[src/rtl/hbw_pkg.sv]
package hbw_pkg;

    localparam int HBW_BYTE_W = 8;
    localparam int HBW_BYTES  = 3;

    typedef struct packed {
        logic cs_n;
        logic wr_n;
        logic rd_n;
        logic ds_n;
        logic rw_n;
    } hbw_pins_t;

    localparam int HBW_PINS_W = $bits(hbw_pins_t);

    typedef enum logic {
        HBW_PAIRED = 1'b0,
        HBW_SINGLE = 1'b1
    } hbw_mode_e;

    function automatic logic hbw_fell(input logic prev, input logic cur);
        return prev & ~cur;
    endfunction

endpackage

[src/rtl/hbw_sync.sv]
module hbw_sync #(
    parameter int              W       = 1,
    parameter int              STAGES  = 2,
    parameter logic [W-1:0]    RST_VAL = '0
) (
    input  logic         clk,
    input  logic         rst,
    input  logic [W-1:0] d,
    output logic [W-1:0] q
);
    logic [W-1:0] stage_q [STAGES];

    for (genvar s = 0; s < STAGES; s++) begin : g_stage
        always_ff @(posedge clk) begin
            if (rst) begin
                stage_q[s] <= RST_VAL;
            end else begin
                if (s == 0) stage_q[s] <= d;
                else        stage_q[s] <= stage_q[(s == 0) ? 0 : s-1];
            end
        end
    end

    assign q = stage_q[STAGES-1];
endmodule

[src/rtl/hbw_strobe_decode.sv]
module hbw_strobe_decode
    import hbw_pkg::*;
(
    input  logic      clk,
    input  logic      rst,
    input  hbw_mode_e mode,
    input  hbw_pins_t pins_s,
    output logic      wr_evt
);
    hbw_pins_t pins_prev;
    logic      wr_edge, rd_edge;

    always_ff @(posedge clk) begin
        if (rst) pins_prev <= '1;
        else     pins_prev <= pins_s;
    end

    always_comb begin
        wr_edge = 1'b0;
        rd_edge = 1'b0;
        if (!pins_s.cs_n) begin
            if (mode == HBW_SINGLE) begin
                wr_edge = hbw_fell(pins_prev.ds_n, pins_s.ds_n) & ~pins_s.rw_n;
                rd_edge = hbw_fell(pins_prev.ds_n, pins_s.ds_n) &  pins_s.rw_n;
            end else begin
                wr_edge = hbw_fell(pins_prev.wr_n, pins_s.wr_n);
                rd_edge = hbw_fell(pins_prev.rd_n, pins_s.rd_n);
            end
        end
    end

    // a simultaneous read edge marks a bus conflict: the write is suppressed
    assign wr_evt = wr_edge & ~rd_edge;

    assert_single_pulse_R2: assert property (@(posedge clk) disable iff (rst)
        wr_evt |=> !wr_evt);
endmodule

[src/rtl/hbw_assembler.sv]
module hbw_assembler #(
    parameter int BYTE_W = 8,
    parameter int BYTES  = 3
) (
    input  logic                    clk,
    input  logic                    rst,
    input  logic                    wr_evt,
    input  logic [BYTE_W-1:0]       byte_in,
    input  logic                    frame_clr,
    output logic [BYTE_W*BYTES-1:0] word_data,
    output logic                    word_valid,
    input  logic                    word_ready,
    output logic                    overflow
);
    localparam int WORD_W = BYTE_W * BYTES;
    localparam int CNT_W  = (BYTES > 1) ? $clog2(BYTES) : 1;
    localparam logic [CNT_W-1:0] LAST_IDX = CNT_W'(BYTES - 1);

    logic [CNT_W-1:0]  cnt_q;
    logic [WORD_W-1:0] acc_q;
    logic [WORD_W-1:0] merged;
    logic              last_byte;
    logic              slot_free;

    assign last_byte = (cnt_q == LAST_IDX);
    assign slot_free = !word_valid || word_ready;

    always_comb begin
        merged = acc_q;
        merged[(BYTES-1)*BYTE_W +: BYTE_W] = byte_in;
    end

    always_ff @(posedge clk) begin
        if (rst) begin
            cnt_q      <= '0;
            acc_q      <= '0;
            word_data  <= '0;
            word_valid <= 1'b0;
            overflow   <= 1'b0;
        end else begin
            if (word_valid && word_ready) word_valid <= 1'b0;
            if (frame_clr) begin
                cnt_q <= '0;
            end else if (wr_evt) begin
                if (last_byte) begin
                    cnt_q <= '0;
                    if (slot_free) begin
                        word_data  <= merged;
                        word_valid <= 1'b1;
                    end else begin
                        overflow <= 1'b1;
                    end
                end else begin
                    acc_q[cnt_q*BYTE_W +: BYTE_W] <= byte_in;
                    cnt_q <= cnt_q + 1'b1;
                end
            end
        end
    end

    assert_hold_R6: assert property (@(posedge clk) disable iff (rst)
        word_valid && !word_ready |=> word_valid && $stable(word_data));
    assert_ovf_cause_R7: assert property (@(posedge clk) disable iff (rst)
        $rose(overflow) |-> $past(word_valid && !word_ready && wr_evt));
    assert_sticky_R8: assert property (@(posedge clk) disable iff (rst)
        overflow |=> overflow);
    assert_realign_R9: assert property (@(posedge clk) disable iff (rst)
        frame_clr |=> cnt_q == '0);
    assert_cnt_range_R2: assert property (@(posedge clk) disable iff (rst)
        cnt_q <= LAST_IDX);
endmodule

[src/rtl/hbw_host_slave.sv]
module hbw_host_slave
    import hbw_pkg::*;
#(
    parameter int BYTE_W      = HBW_BYTE_W,
    parameter int BYTES       = HBW_BYTES,
    parameter int SYNC_STAGES = 2
) (
    input  logic                    clk,
    input  logic                    rst,
    input  logic                    single_strobe_mode,
    input  logic                    cs_n,
    input  logic                    wr_n,
    input  logic                    rd_n,
    input  logic                    ds_n,
    input  logic                    rw_n,
    input  logic [BYTE_W-1:0]       host_data,
    input  logic                    frame_clr,
    output logic [BYTE_W*BYTES-1:0] word_data,
    output logic                    word_valid,
    input  logic                    word_ready,
    output logic                    overflow
);
    localparam int SYNC_W = HBW_PINS_W + BYTE_W;
    localparam logic [SYNC_W-1:0] SYNC_RST = {{HBW_PINS_W{1'b1}}, {BYTE_W{1'b0}}};

    hbw_pins_t          pins_raw, pins_s;
    logic [BYTE_W-1:0]  data_s;
    logic               wr_evt;
    hbw_mode_e          mode;

    assign pins_raw = '{cs_n: cs_n, wr_n: wr_n, rd_n: rd_n, ds_n: ds_n, rw_n: rw_n};
    assign mode     = single_strobe_mode ? HBW_SINGLE : HBW_PAIRED;

    hbw_sync #(
        .W       (SYNC_W),
        .STAGES  (SYNC_STAGES),
        .RST_VAL (SYNC_RST)
    ) u_sync (
        .clk (clk),
        .rst (rst),
        .d   ({pins_raw, host_data}),
        .q   ({pins_s, data_s})
    );

    hbw_strobe_decode u_decode (
        .clk    (clk),
        .rst    (rst),
        .mode   (mode),
        .pins_s (pins_s),
        .wr_evt (wr_evt)
    );

    hbw_assembler #(
        .BYTE_W (BYTE_W),
        .BYTES  (BYTES)
    ) u_asm (
        .clk        (clk),
        .rst        (rst),
        .wr_evt     (wr_evt),
        .byte_in    (data_s),
        .frame_clr  (frame_clr),
        .word_data  (word_data),
        .word_valid (word_valid),
        .word_ready (word_ready),
        .overflow   (overflow)
    );

    assert_reset_R1: assert property (@(posedge clk)
        $past(rst) |-> !word_valid && !overflow);
endmodule

[config.mk]
export PLATFORM = sky130hd
export DESIGN_NAME = hbw_host_slave
export DESIGN_NICKNAME = d
export VERILOG_FILES = /design/src/rtl/hbw_pkg.sv /design/src/rtl/hbw_sync.sv /design/src/rtl/hbw_strobe_decode.sv /design/src/rtl/hbw_assembler.sv /design/src/rtl/hbw_host_slave.sv
export SDC_FILE = /design/constraint.sdc
export NUM_CORES = 1
export LEC_CHECK = 0
export ABC_AREA = 1
export BUFFER_PORTS_ARGS = -buffer_cell sky130_fd_sc_hd__buf_4
export CORE_ASPECT_RATIO = 0.5
export CORE_MARGIN = 4
export CORE_UTILIZATION = 56
export CTS_BUF_LIST = sky130_fd_sc_hd__clkbuf_16
export DETAILED_ROUTE_END_ITERATION = 12
export GPL_TIMING_DRIVEN = 0
export HOLD_SLACK_MARGIN = 0.1
export PLACE_DENSITY = 0.91
export SYNTH_ARGS = -nofsm -noshare
export SYNTH_HDL_FRONTEND = slang
export SYNTH_SLANG_ARGS = --single-unit
[constraint.sdc]
create_clock -name clk -period 2.05 [get_ports clk]
set_input_delay 0.1025 -clock clk [delete_from_list [all_inputs] [get_ports clk]]
set_output_delay 0.1025 -clock clk [all_outputs]
set_load 0.05 [all_outputs]
==> results.md, run 1 <==
* Outcome: finished clean
* Detailed Routing Iterations Pass 1 at 5
* Crit share post-route at 91.7%
* Crit Path Category: reg -> reg
* Root Driver: clkbuf_16
* Clock sinks at 73
* H-tree depth at 3
* Final Skew at 0.00297 ns
* CTS tree: done
* Initial DRC Count at 122
* PortBufs at 43
* Syn_nets at 414
* PostCTS Resize Cnt at 0
* Fraction of layout cells with a size suffix above 1 at 18.5%
* Leak at between 1.5 and 2 nW
* RSZ-0062 raised after global routing: true
* Clk_lat worst skew at 0.33 ns
* Post-Route WL at approximately 6400 um
* Hold Path Stages at 4
* I/O pin cnt at 44
* R2R Setup Slk at between 0.15 and 0.2 ns
* Final hold slack at approximately 0.14 ns
* Die Area at 6470 um2
* Distinct cell type count after synthesis at 22
* Syn Area/Cell at 7.43 um2
* #FFs+latches synth at 73
* ANT cells at 0
* Reg-to-reg critical path endpoint: u_asm.acc_q[7]
* Final Hold Violating Endpoints at 0
* First-pass GRT wire length at 11100 um
* Setup WS pre-CTS at between 0.2 and 0.3 ns
* DRC violation count after routing at 0
* Num CTS Buffers at 9
* PwrDens at 818 nW/um2
* Commonest non-fill, non-tap cell in the layout: nor2_1
* Die height at 58.9 um
* DRT antenna net count at 0
* Initial Utilization at between 50 and 60%
* Inst Count DP at 504
* Worst hold-check path type: in -> reg
* Worst vdd ir at about 640 uV
* Cell Rows at 18
* Yosys warnings at 0
* Hold_sp: rst
* Max Cap Viol at 0
* Clk buf depth at 2
* Via count of the first global-routing pass at between 2k and 2.5k
* Rel. slew slack at between 60 and 70%
* Slew Viols, Final at 0
* DP Area at 3310 um2
* # Post-CTS Setup Buffers at 0
* Post-Syn Area at 2900 um2
* Worst slew pin tran at between 0.5 and 0.6 ns
* Core Box Area at 4980 um2
* Vias at 2607
* Min Tclk post-route at 1.88 ns
* Worst Path Arrival at 2.10 ns
* Sequential cell area fraction in the yosys report at between 50% and 60%
* Endpoints failing setup at 0
* Total grt overflow at 0
* CP Capture Type: flop
* Design area at between 3000 and 4000 um2
* Worst path required time at 2.27 ns
* Max Freq at about 530 MHz
* GPL Wtd Cong at between 0.8 and 0.9
* Fillers at between 300 and 400
* Gate Count Post-Synth at 391
* Setup ws final at 0.169 ns
* Total Power at 3.07 mW
* Wire length per cell at 11.9 um
* Via density at between 4 and 5
* Total track usage at 22.4%
* RR Startpoint: u_asm.cnt_q[0]
* Worst-path clk slew at 0.05 ns
* Final Instance Count excl. Fillers at 535
* Commonest cells after routing, fill and taps aside: 105 x nor2_1, 73 x dfxtp_1, 63 x nand2_1
* FF-to-FF path depth at 7
* Post-detail-place hpwl at 4110 um
* Die W at 110 um
* Startpoint types: flop
* WHS Endpoint: u_asm.acc_q[1]
* Crit path max fanout at 10
* Nets at 484
* Area Growth Syn to Fin at 29.2%
* Largest net degree at the start of global routing at 12
* Number of antenna violations at the first check in global routing at 0
-- worst max path at each step --
stage | from | end | slack [ns] | cells past startpoint
floorplan | u_asm.cnt_q[0] | u_asm.acc_q[0] | 0.48 | 7
global placement | u_asm.cnt_q[0] | u_asm.word_data[23] | 0.30 | 8
detailed placement | u_asm.cnt_q[0] | u_asm.acc_q[8] | 0.26 | 7
CTS | u_asm.cnt_q[0] | u_asm.acc_q[7] | 0.22 | 7
global route | u_asm.cnt_q[0] | u_asm.acc_q[9] | -0.02 | 7
finish | u_asm.cnt_q[0] | u_asm.acc_q[7] | 0.17 | 7
-- report_power, final --
group          internal, mW  switching (mW)
sequential             1.45          0.0122
combinational        0.0750          0.0852
clock                 0.915           0.530
-- area by class of cell --
type	instances	area, um2	area share, %
Buffer	21	103	2.74
Multi-Input combinational cell	243	1140	30.3
Clock buffer	9	225	6.00
Tap cell	70	87.6	2.33
Timing Repair Buffer	59	483	12.9
Clock inverter	6	51.3	1.37
Inverter	54	203	5.40
Sequential cell	73	1460	39.0
-- flip-flops by register name, indices dropped and copies added (netlist names) --
register / count
u_asm.acc_q: 16
u_decode.pins_prev: 3
u_sync.stage_q: 26
u_asm.word_valid: 1
u_asm.overflow: 1
u_asm.cnt_q: 2
u_asm.word_data: 24
-- synthesized netlist by cell type (all sizes together) --
cell,count,area [um2]
a21oi,4,31.3
nand3,3,20.0
or2,12,75.1
clkbuf,9,35.0
buf,12,67.6
and3,1,6.26
nand4,39,244
o21ai,2,10.0
dfxtp,73,1460
nor3,3,15.0
nor2,111,437
nand2,63,236
inv,54,203
ha,5,62.6
-- metrics by stage --
stage,setup TNS (ns),utilization (%)
finish,0,75.4
global placement,0,66.6
global route,-0.0301,75.4
floorplan,0,-
detailed placement,0,66.6
CTS,0,75.4
-- what timing repair did --
item | in CTS | in global routing
hold buffers | 16 | 0
endpoints found under the hold margin | 16 | 0
setup endpoints to repair | 0 | 2
-- critical path, cell delays in order (launching register included) --
cell and delay, ns:
dfxtp_1 0.44, inv_1 0.12, ha_1 0.22, nor2_1 0.30, clkbuf_1 0.37, nand4_1 0.18, nand2_1 0.10, nor2_1 0.04
-- metal layers --
layer	share of wire, %	wire length [um]	track usage (%)
met1	44	2800	27.7
met2	46	2960	36.4
met3	7.4	470	7.56
met4	2.3	144	9.06
met5	0	0	0
-- kinds of logic after synthesis --
| kind of cell | count (synthesis) | synth area share [%] |
|---|---|---|
| and+or+nand+nor | 232 | 35.6 |
| adders and majority gates | 5 | 2.15 |
| buffers and inverters | 75 | 10.5 |
| DFF | 73 | 50.3 |
| AOI/OAI and AO/OA | 6 | 1.42 |
(Power assumes the default switching activity.)
==> run 2, diff against run 1 <==
CORE_MARGIN = 10   (was 4)
==> run 2 against run 1 <==
Effect of this change:
- combinational power about the same
- highest routed layer unchanged
- critical endpoint is now u_asm.word_data[18]
- via count grew 1.0%
- global-route usage decreased by 6.1 points
- hold slack got worse by 0.046 ns
- largest cell class unchanged
- core utilization fell by 0.075 points
- first-iteration DRC count grew 94%
- worst setup slack improved by 0.047 ns
- final area down 0.10%
- non-clock buffer count is 1 lower
- critical path type unchanged
- power up 0.60%
==> results.md, run 2 (synthesis results as in run 1) <==
* Outcome: finished clean
* Max Cap Viol at 0 (unchanged)
* Setup ws final at 0.216 ns (+0.0468 ns)
* CTS tree: done
* Initial DRC Count at 237 (+94%)
* Worst path required time at 2.31 ns (+0.04 ns)
* RSZ-0062 raised after global routing: false
* Crit path largest cell delay at 0.37 ns (-0.07 ns)
* ANT cells at 0 (unchanged)
* Final hold slack at 0.0988 ns (-0.0458 ns)
* GPL Wtd Cong at 0.905 (+5.2%)
* Endpoints failing setup at 0 (unchanged)
* DRC violation count after routing at 0 (unchanged)
* Max Freq at 545 MHz (+2.5%)
* Root Driver: clkbuf_16
* Max FFs per register at 26 (unchanged)
* Worst slew pin tran at 0.467 ns (-0.0691 ns)
* Reg with most FFs: u_sync.stage_q
* Slew Viols, Final at 0 (unchanged)
* Final Hold Violating Endpoints at 0 (unchanged)
* Startpoint types: flop
* Leak at 1.66 nW (+0.31%)
* Total track usage at 16.3% (-6.1 points)
* Top Family by Delay on Critical Path: simple AND/OR/NAND/NOR gates
* Rel. slew slack at 68.8% (+4.6 points)
* Worst vdd ir at 645 uV (+0.24%)
* Core Box Area at 4980 um2 (unchanged)
* Crit-path slowest cell: dfxtp_1
* # Post-CTS Setup Buffers at 0 (unchanged)
* Cell Rows at 18 (unchanged)
* Post-Route WL at 6630 um (+4.1%)
* CP Capture Type: flop
* Vias at 2634 (+1.0%)
* Worst-path clk slew at 0.06 ns (about the same)
* Clock sinks at 73 (unchanged)
* Fraction of layout cells with a size suffix above 1 at 18.7% (+0.22 points)
* Final Skew at 0.00530 ns (+0.00233 ns)
* Crit path max fanout at 10 (unchanged)
* Inst Count DP at 504 (unchanged)
* Clk buf depth at 2 (unchanged)
* Crit share post-route at 89.5% (-2.3 points)
* Crit Path Category: reg -> reg
* Buf/Inv on CP at 3 (+1)
* H-tree depth at 3 (unchanged)
* Wire length per cell at 12.4 um (+4.1%)
* Die W at 122 um (+11%)
* PortBufs at 43 (unchanged)
* Multi-input logic area at 1140 um2 (+0.22%)
* Largest regs: u_sync.stage_q: 26 flops, u_asm.word_data: 24 flops, u_asm.acc_q: 16 flops
* Die Area at 8640 um2 (+34%)
* Worst Path Arrival at 2.10 ns (about the same)
* Largest net degree at the start of global routing at 12 (unchanged)
* First-pass GRT wire length at 11500 um (+3.5%)
* Final Instance Count excl. Fillers at 535 (unchanged)
* Clk_lat worst skew at 0.33 ns (about the same)
* Worst hold-check path type: in -> reg
* Number of antenna violations at the first check in global routing at 0 (unchanged)
* Commonest cells after routing, fill and taps aside: 104 x nor2_1, 73 x dfxtp_1, 63 x nand2_1
* Worst path cell trace: inv_1 > ha_1 > inv_1 > nor2_2 > nand3_2 > nor2_4 > buf_6 > nor2_1 > nor2_1
* Commonest non-fill, non-tap cell in the layout: nor2_1
* I/O pin cnt at 44 (unchanged)
* Via density at 4.92 (+1.0%)
* Num CTS Buffers at 9 (unchanged)
* Nets at 483 (-0.21%)
* Area Growth Syn to Fin at 29.0%
* PwrDens at 823 nW/um2 (+0.70%)
* Final core occ at 75.3% (-0.075 points)
* Setup WS pre-CTS at 0.241 ns (-0.0157 ns)
* Register area at 1460 um2 (unchanged)
* Initial Utilization at 58.3% (unchanged)
* Min Tclk post-route at 1.83 ns (-0.0468 ns)
* Total grt overflow at 0 (unchanged)
* Die height at 70.9 um (+20%)
* Detailed Routing Iterations Pass 1 at 5 (unchanged)
* Post-detail-place hpwl at 4530 um (+10%)
* Via count of the first global-routing pass at 2582 (+4.5%)
* Fillers at 361 (+3.1%)
* Setup Total Neg Slack at 0 ns (unchanged)
* DRT antenna net count at 0 (unchanged)
## run 2: metal layers
metal | track usage (%) | routed length [um] | vias to the layer above
li1 | - | - | 1342
met4 | 8.15 | 111 | 0
met1 | 18.1 | 2840 | 1173
met5 | 0 | 0 | -
met2 | 27.3 | 3190 | 106
met3 | 5.78 | 492 | 13
## run 2: metrics by stage
stage | cell area [um2] | total power [mW]
6_report | 3750 | 3.09
5_1_grt | 3750 | 3.20
4_1_cts | 3740 | 3.09
3_5_place_dp | 3310 | 1.62
3_3_place_gp | 3310 | 1.62
2_1_floorplan | 2900 | 1.57
## run 2: timing repair
action | 4_1_cts | 5_1_grt
endpoints found under the setup margin | 0 | 5
resized for setup | 0 | 1
endpoints found under the hold margin | 15 | 0
hold buffers | 15 | 0
## run 2: worst register-to-register path, cell delays in order, from the launching register on
cell and delay [ns]:
dfxtp_1 0.37, inv_1 0.13, ha_1 0.19, inv_1 0.06, nor2_2 0.28, nand3_2 0.17, nor2_4 0.24, buf_6 0.18
nor2_1 0.05, nor2_1 0.10
## run 2: final cells by class
class	instances	share of cell area [%]
multi-input combinational	243	30.4
clock inverter	7	1.47
buffer	21	2.74
tap	70	2.34
sequential	73	39.0
timing repair buffer	58	12.6
clock buffer	9	6.01
inverter	54	5.41
## run 2: report_power, final
| part | leakage (nW) | internal (mW) | switching, mW |
|---|---|---|---|
| Sequential | 0.594 | 1.45 | 0.0134 |
| Clock | 0.150 | 0.919 | 0.547 |
| Combinational | 0.920 | 0.0740 | 0.0840 |
| Total | 1.66 | 2.44 | 0.644 |
## run 2: path summary, 6_finish.rpt
kind	start	to	slack (ns)	cells after the start
setup / recovery	u_asm.cnt_q[0]	u_asm.word_data[18]	0.22	9
hold / removal	rst	u_asm.cnt_q[1]	0.1	4
setup reg to reg	u_asm.cnt_q[0]	u_asm.word_data[18]	0.22	9
hold reg to reg	u_sync.stage_q[0][1]	u_sync.stage_q[1][1]	0.40	2
==> run 3, diff against run 2 <==
ABC_AREA = unset   (was 1)
CORE_UTILIZATION = 55   (was 56)
PLACE_DENSITY = 0.9   (was 0.91)
SYNTH_HIERARCHICAL = 1   (was unset)
==> run 3 against run 2 <==
Effect of this change:
- maximum frequency shrank 8.8%
- combinational power shrank 21%
- non-clock buffer count is the same
- final area shrank 2.4%
- sequential power is essentially flat
- critical endpoint is now u_asm/acc_q[9]
- worst setup slack lost 0.18 ns
==> results.md, run 3 <==
* Vias at 2139 (-19%)
* Gate Count Post-Synth at 251 (-36%)
* DP Area at 3130 um2 (-5.5%)
* Num CTS Buffers at 9 (unchanged)
* Area Growth Syn to Fin at 34.1%
* Setup ws final at 0.0389 ns (-0.177 ns)
* H-tree depth at 3 (unchanged)
* Final core occ at 79.6% (+4.3 points)
* Setup Total Neg Slack at 0 ns (unchanged)
* Synth area leaders: dfxtp_1 54%, nand2b_1 12%, mux2i_1 9.5%, nor2b_1 3.2%, ha_1 2.3%
* Rel. slew slack at 63.7% (-5.1 points)
* GR Layer Usage met3 at 8.02% (+2.2 points)
* Top-count cell post-synth: dfxtp_1
* Met1 Track Usage GR at 17.1% (-1.0 points)
* Root Driver: clkbuf_16
* Largest regs: u_sync/stage_q: 26 flops, u_asm/word_data: 24 flops, u_asm/acc_q: 16 flops
* Worst Path Arrival at 2.20 ns (+0.10 ns)
* ANT cells at 0 (unchanged)
* Core Box Area at 4590 um2 (-7.7%)
* Clk buf depth at 2 (unchanged)
* Max Cap Viol at 0 (unchanged)
* Leak at 1.42 nW (-15%)
* Register area at 1460 um2 (unchanged)
* Worst path required time at 2.24 ns (-0.07 ns)
* PwrDens at 819 nW/um2 (-0.58%)
* Reg with most FFs: u_sync/stage_q
* Multi-input logic area at 1190 um2 (+4.4%)
* Number of antenna violations at the first check in global routing at 0 (unchanged)
* CP Depth at 6 (-3)
* Clock power frac at 47.1% (-0.4 points)
* Initial DRC Count at 186 (-22%)
* Post-detail-place hpwl at 4300 um (-5.1%)
* Cell Rows at 17 (-1)
* Via count of the first global-routing pass at 2198 (-15%)
* Final Skew at 0.00779 ns (+0.00249 ns)
* FFs w/ async S/R, synth at 0% (unchanged)
* Sequential cell area fraction in the yosys report at 53.6% (+3.3 points)
* Cell Int Power at 2.34 mW (-4.3%)
* Min Tclk post-route at 2.01 ns (+0.177 ns)
* Syn Area/Cell at 10.9 um2 (+46%)
* Via density at 5.37 (+9.2%)
* Clk_lat worst skew at 0.33 ns (about the same)
* FF-to-FF path depth at 6 (-3)
* Startpoint types: flop
* Crit Path Category: reg -> reg
* Nets at 350 (-28%)
* Commonest non-fill, non-tap cell in the layout: dfxtp_1
* Number of synthesized flops with an enable pin at 0 (unchanged)
* Setup WS pre-CTS at -0.196 ns (-0.437 ns)
* Hold Path Stages at 5 (+1)
* Post-Syn Area at 2730 um2 (-6.1%)
* Clock sinks at 73 (unchanged)
* GPL Wtd Cong at 0.818 (-9.6%)
* Switching pwr at 656 uW (+1.7%)
* Post-Route WL at 7240 um (+9.2%)
* Design area at 3660 um2 (-2.4%)
* Max FFs per register at 26 (unchanged)
* Buf/Inv on CP at 1 (-2)
* Detailed Routing Iterations Pass 1 at 5 (unchanged)
* Die Area at 8340 um2 (-3.4%)
* Worst path cell trace: or4b_4 > o22ai_4 > and4bb_1 > buf_4 > nand2b_1 > a21oi_1
* Syn_nets at 274 (-34%)
* Die W at 120 um (-1.9%)
* Logic gate share of total power at 4.2% (-0.9 points)
* Total track usage at 15.8% (-0.53 points)
* First-pass GRT wire length at 10700 um (-6.9%)
* Initial Utilization at 59.3% (+1.0 points)
* Commonest cells after routing, fill and taps aside: 73 x dfxtp_1, 52 x buf_4, 51 x nand2b_1
* Endpoints failing setup at 0 (unchanged)
* Share of the synthesized area in the top cell type at 53.6% (+3.3 points)
* CP Capture Type: flop
* Largest net degree at the start of global routing at 20 (+8)
* Worst vdd ir at 474 uV (-26%)
* Total grt overflow at 0 (unchanged)
* Worst slew pin tran at 0.544 ns (+0.0770 ns)
* Crit-path slowest cell: or4b_4
* Yosys warnings at 6 (+6)
* Die height at 69.8 um (-1.6%)
* Cell taking the most area after synthesis: dfxtp_1
* Worst-path clk slew at 0.06 ns (about the same)
* Ys flop type: dfxtp_1
* Worst hold-check path type: in -> reg
* Outcome: finished clean
* DRC violation count after routing at 0 (unchanged)
* Top cells by count, synth: 73 x dfxtp_1, 51 x nand2b_1, 26 x mux2i_1, 14 x nor2b_1, 11 x a21oi_1
* Max Freq at 497 MHz (-8.8%)
* Crit path max fanout at 10 (unchanged)
* Switching Share at 21.9% (+1.0 points)
* Wire length per cell at 18.2 um (+47%)
* PortBufs at 43 (unchanged)
* Crit share post-route at 98.1% (+8.6 points)
* Crit path largest cell delay at 0.55 ns (+0.18 ns)
* I/O pin cnt at 44 (unchanged)
* Fillers at 277 (-23%)
* Top Family by Delay on Critical Path: simple AND/OR/NAND/NOR gates
* GRT Max-Usage Layer: met2
* RSZ-0062 raised after global routing: true
* DRT antenna net count at 0 (unchanged)
* Sequential share of power at 48.7% (+1.3 points)
* Slew Viols, Final at 0 (unchanged)
* CTS tree: done
* Fraction of layout cells with a size suffix above 1 at 25.3% (+6.6 points)
* #FFs+latches synth at 73 (unchanged)
* Met2 Use GR at 25.8% (-1.5 points)
* Final Hold Violating Endpoints at 0 (unchanged)
* Distinct cell type count after synthesis at 32 (+45%)
[run 3: changes by cell type in the layout (fill, tap and decap cells not counted), sizes merged, moves of 15 or more]
cell	change
inv	-54
mux2i	+26
nand2	-55
nand4	-37
nand2b	+51
nor2b	+15
nor2	-110
[run 3: layout make-up]
class / count / share of cell area [%]
plain buffers: 14 / 3.08
clock buffers: 9 / 6.16
clock inverters: 7 / 1.33
inverters: 2 / 0.205
multi-input cells: 162 / 32.5
flip-flops and latches: 73 / 40.0
well taps: 66 / 2.26
repair buffers: 65 / 14.4
[run 3: metal layers]
| metal | vias up | part of all wire [%] |
|---|---|---|
| met1 | 977 | 38 |
| met2 | 139 | 47 |
| met4 | 0 | 4.6 |
| met5 | - | 0 |
| met3 | 38 | 10 |
| li1 | 985 | - |
[run 3: final timing paths]
kind                                end  slack, ns                   from
setup / recovery         u_asm/acc_q[9]       0.04  u_sync/stage_q[1][11]
hold reg to reg   u_sync/stage_q[1][10]       0.40  u_sync/stage_q[0][10]
setup reg to reg         u_asm/acc_q[9]       0.04  u_sync/stage_q[1][11]
hold / removal         u_asm/word_valid       0.34     single_strobe_mode
[run 3: stage by stage]
step / hold slack, ns / cells / total power [mW]
floorplan: 0.174 / 251 / 1.53
global placement: 0.280 / 360 / 1.58
detailed placement: 0.284 / 360 / 1.58
CTS: 0.350 / 392 / 2.99
global route: 0.371 / 398 / 3.08
finish: 0.343 / 398 / 2.99
[run 3: timing repair]
item	in CTS	in global routing
endpoints found under the hold margin	16	0
endpoints found under the setup margin	40	29
gates cloned	0	0
hold buffers	16	0
pin swaps	1	4
gates resized for setup	2	6
setup buffers	0	6
[run 3: kinds of logic after synthesis]
| logic type | count (synthesis) | share of synthesized area (%) |
|---|---|---|
| multiplexers | 26 | 9.55 |
| adder cells (fa/ha/maj) | 5 | 2.29 |
| buffers and inverters | 16 | 4.41 |
| AND/OR/NAND/NOR | 112 | 26.2 |
| AO/OA/AOI/OAI | 19 | 3.99 |
| flip-flops | 73 | 53.6 |
[run 3: worst reg2reg max path: stages, from the launching register on]
cell	delay [ns]
dfxtp_1	0.31
or4b_4	0.55
o22ai_4	0.29
and4bb_1	0.29
buf_4	0.20
nand2b_1	0.16
a21oi_1	0.08
[run 3: power by group through the flow]
stage	Sequential, mW	Clock, mW	Combinational (mW)
floorplan	1.48	0	0.0537
global placement	1.48	0	0.0919
CTS	1.46	1.42	0.121
finish	1.46	1.41	0.125
detailed placement	1.49	0	0.0955
global route	1.46	1.48	0.136
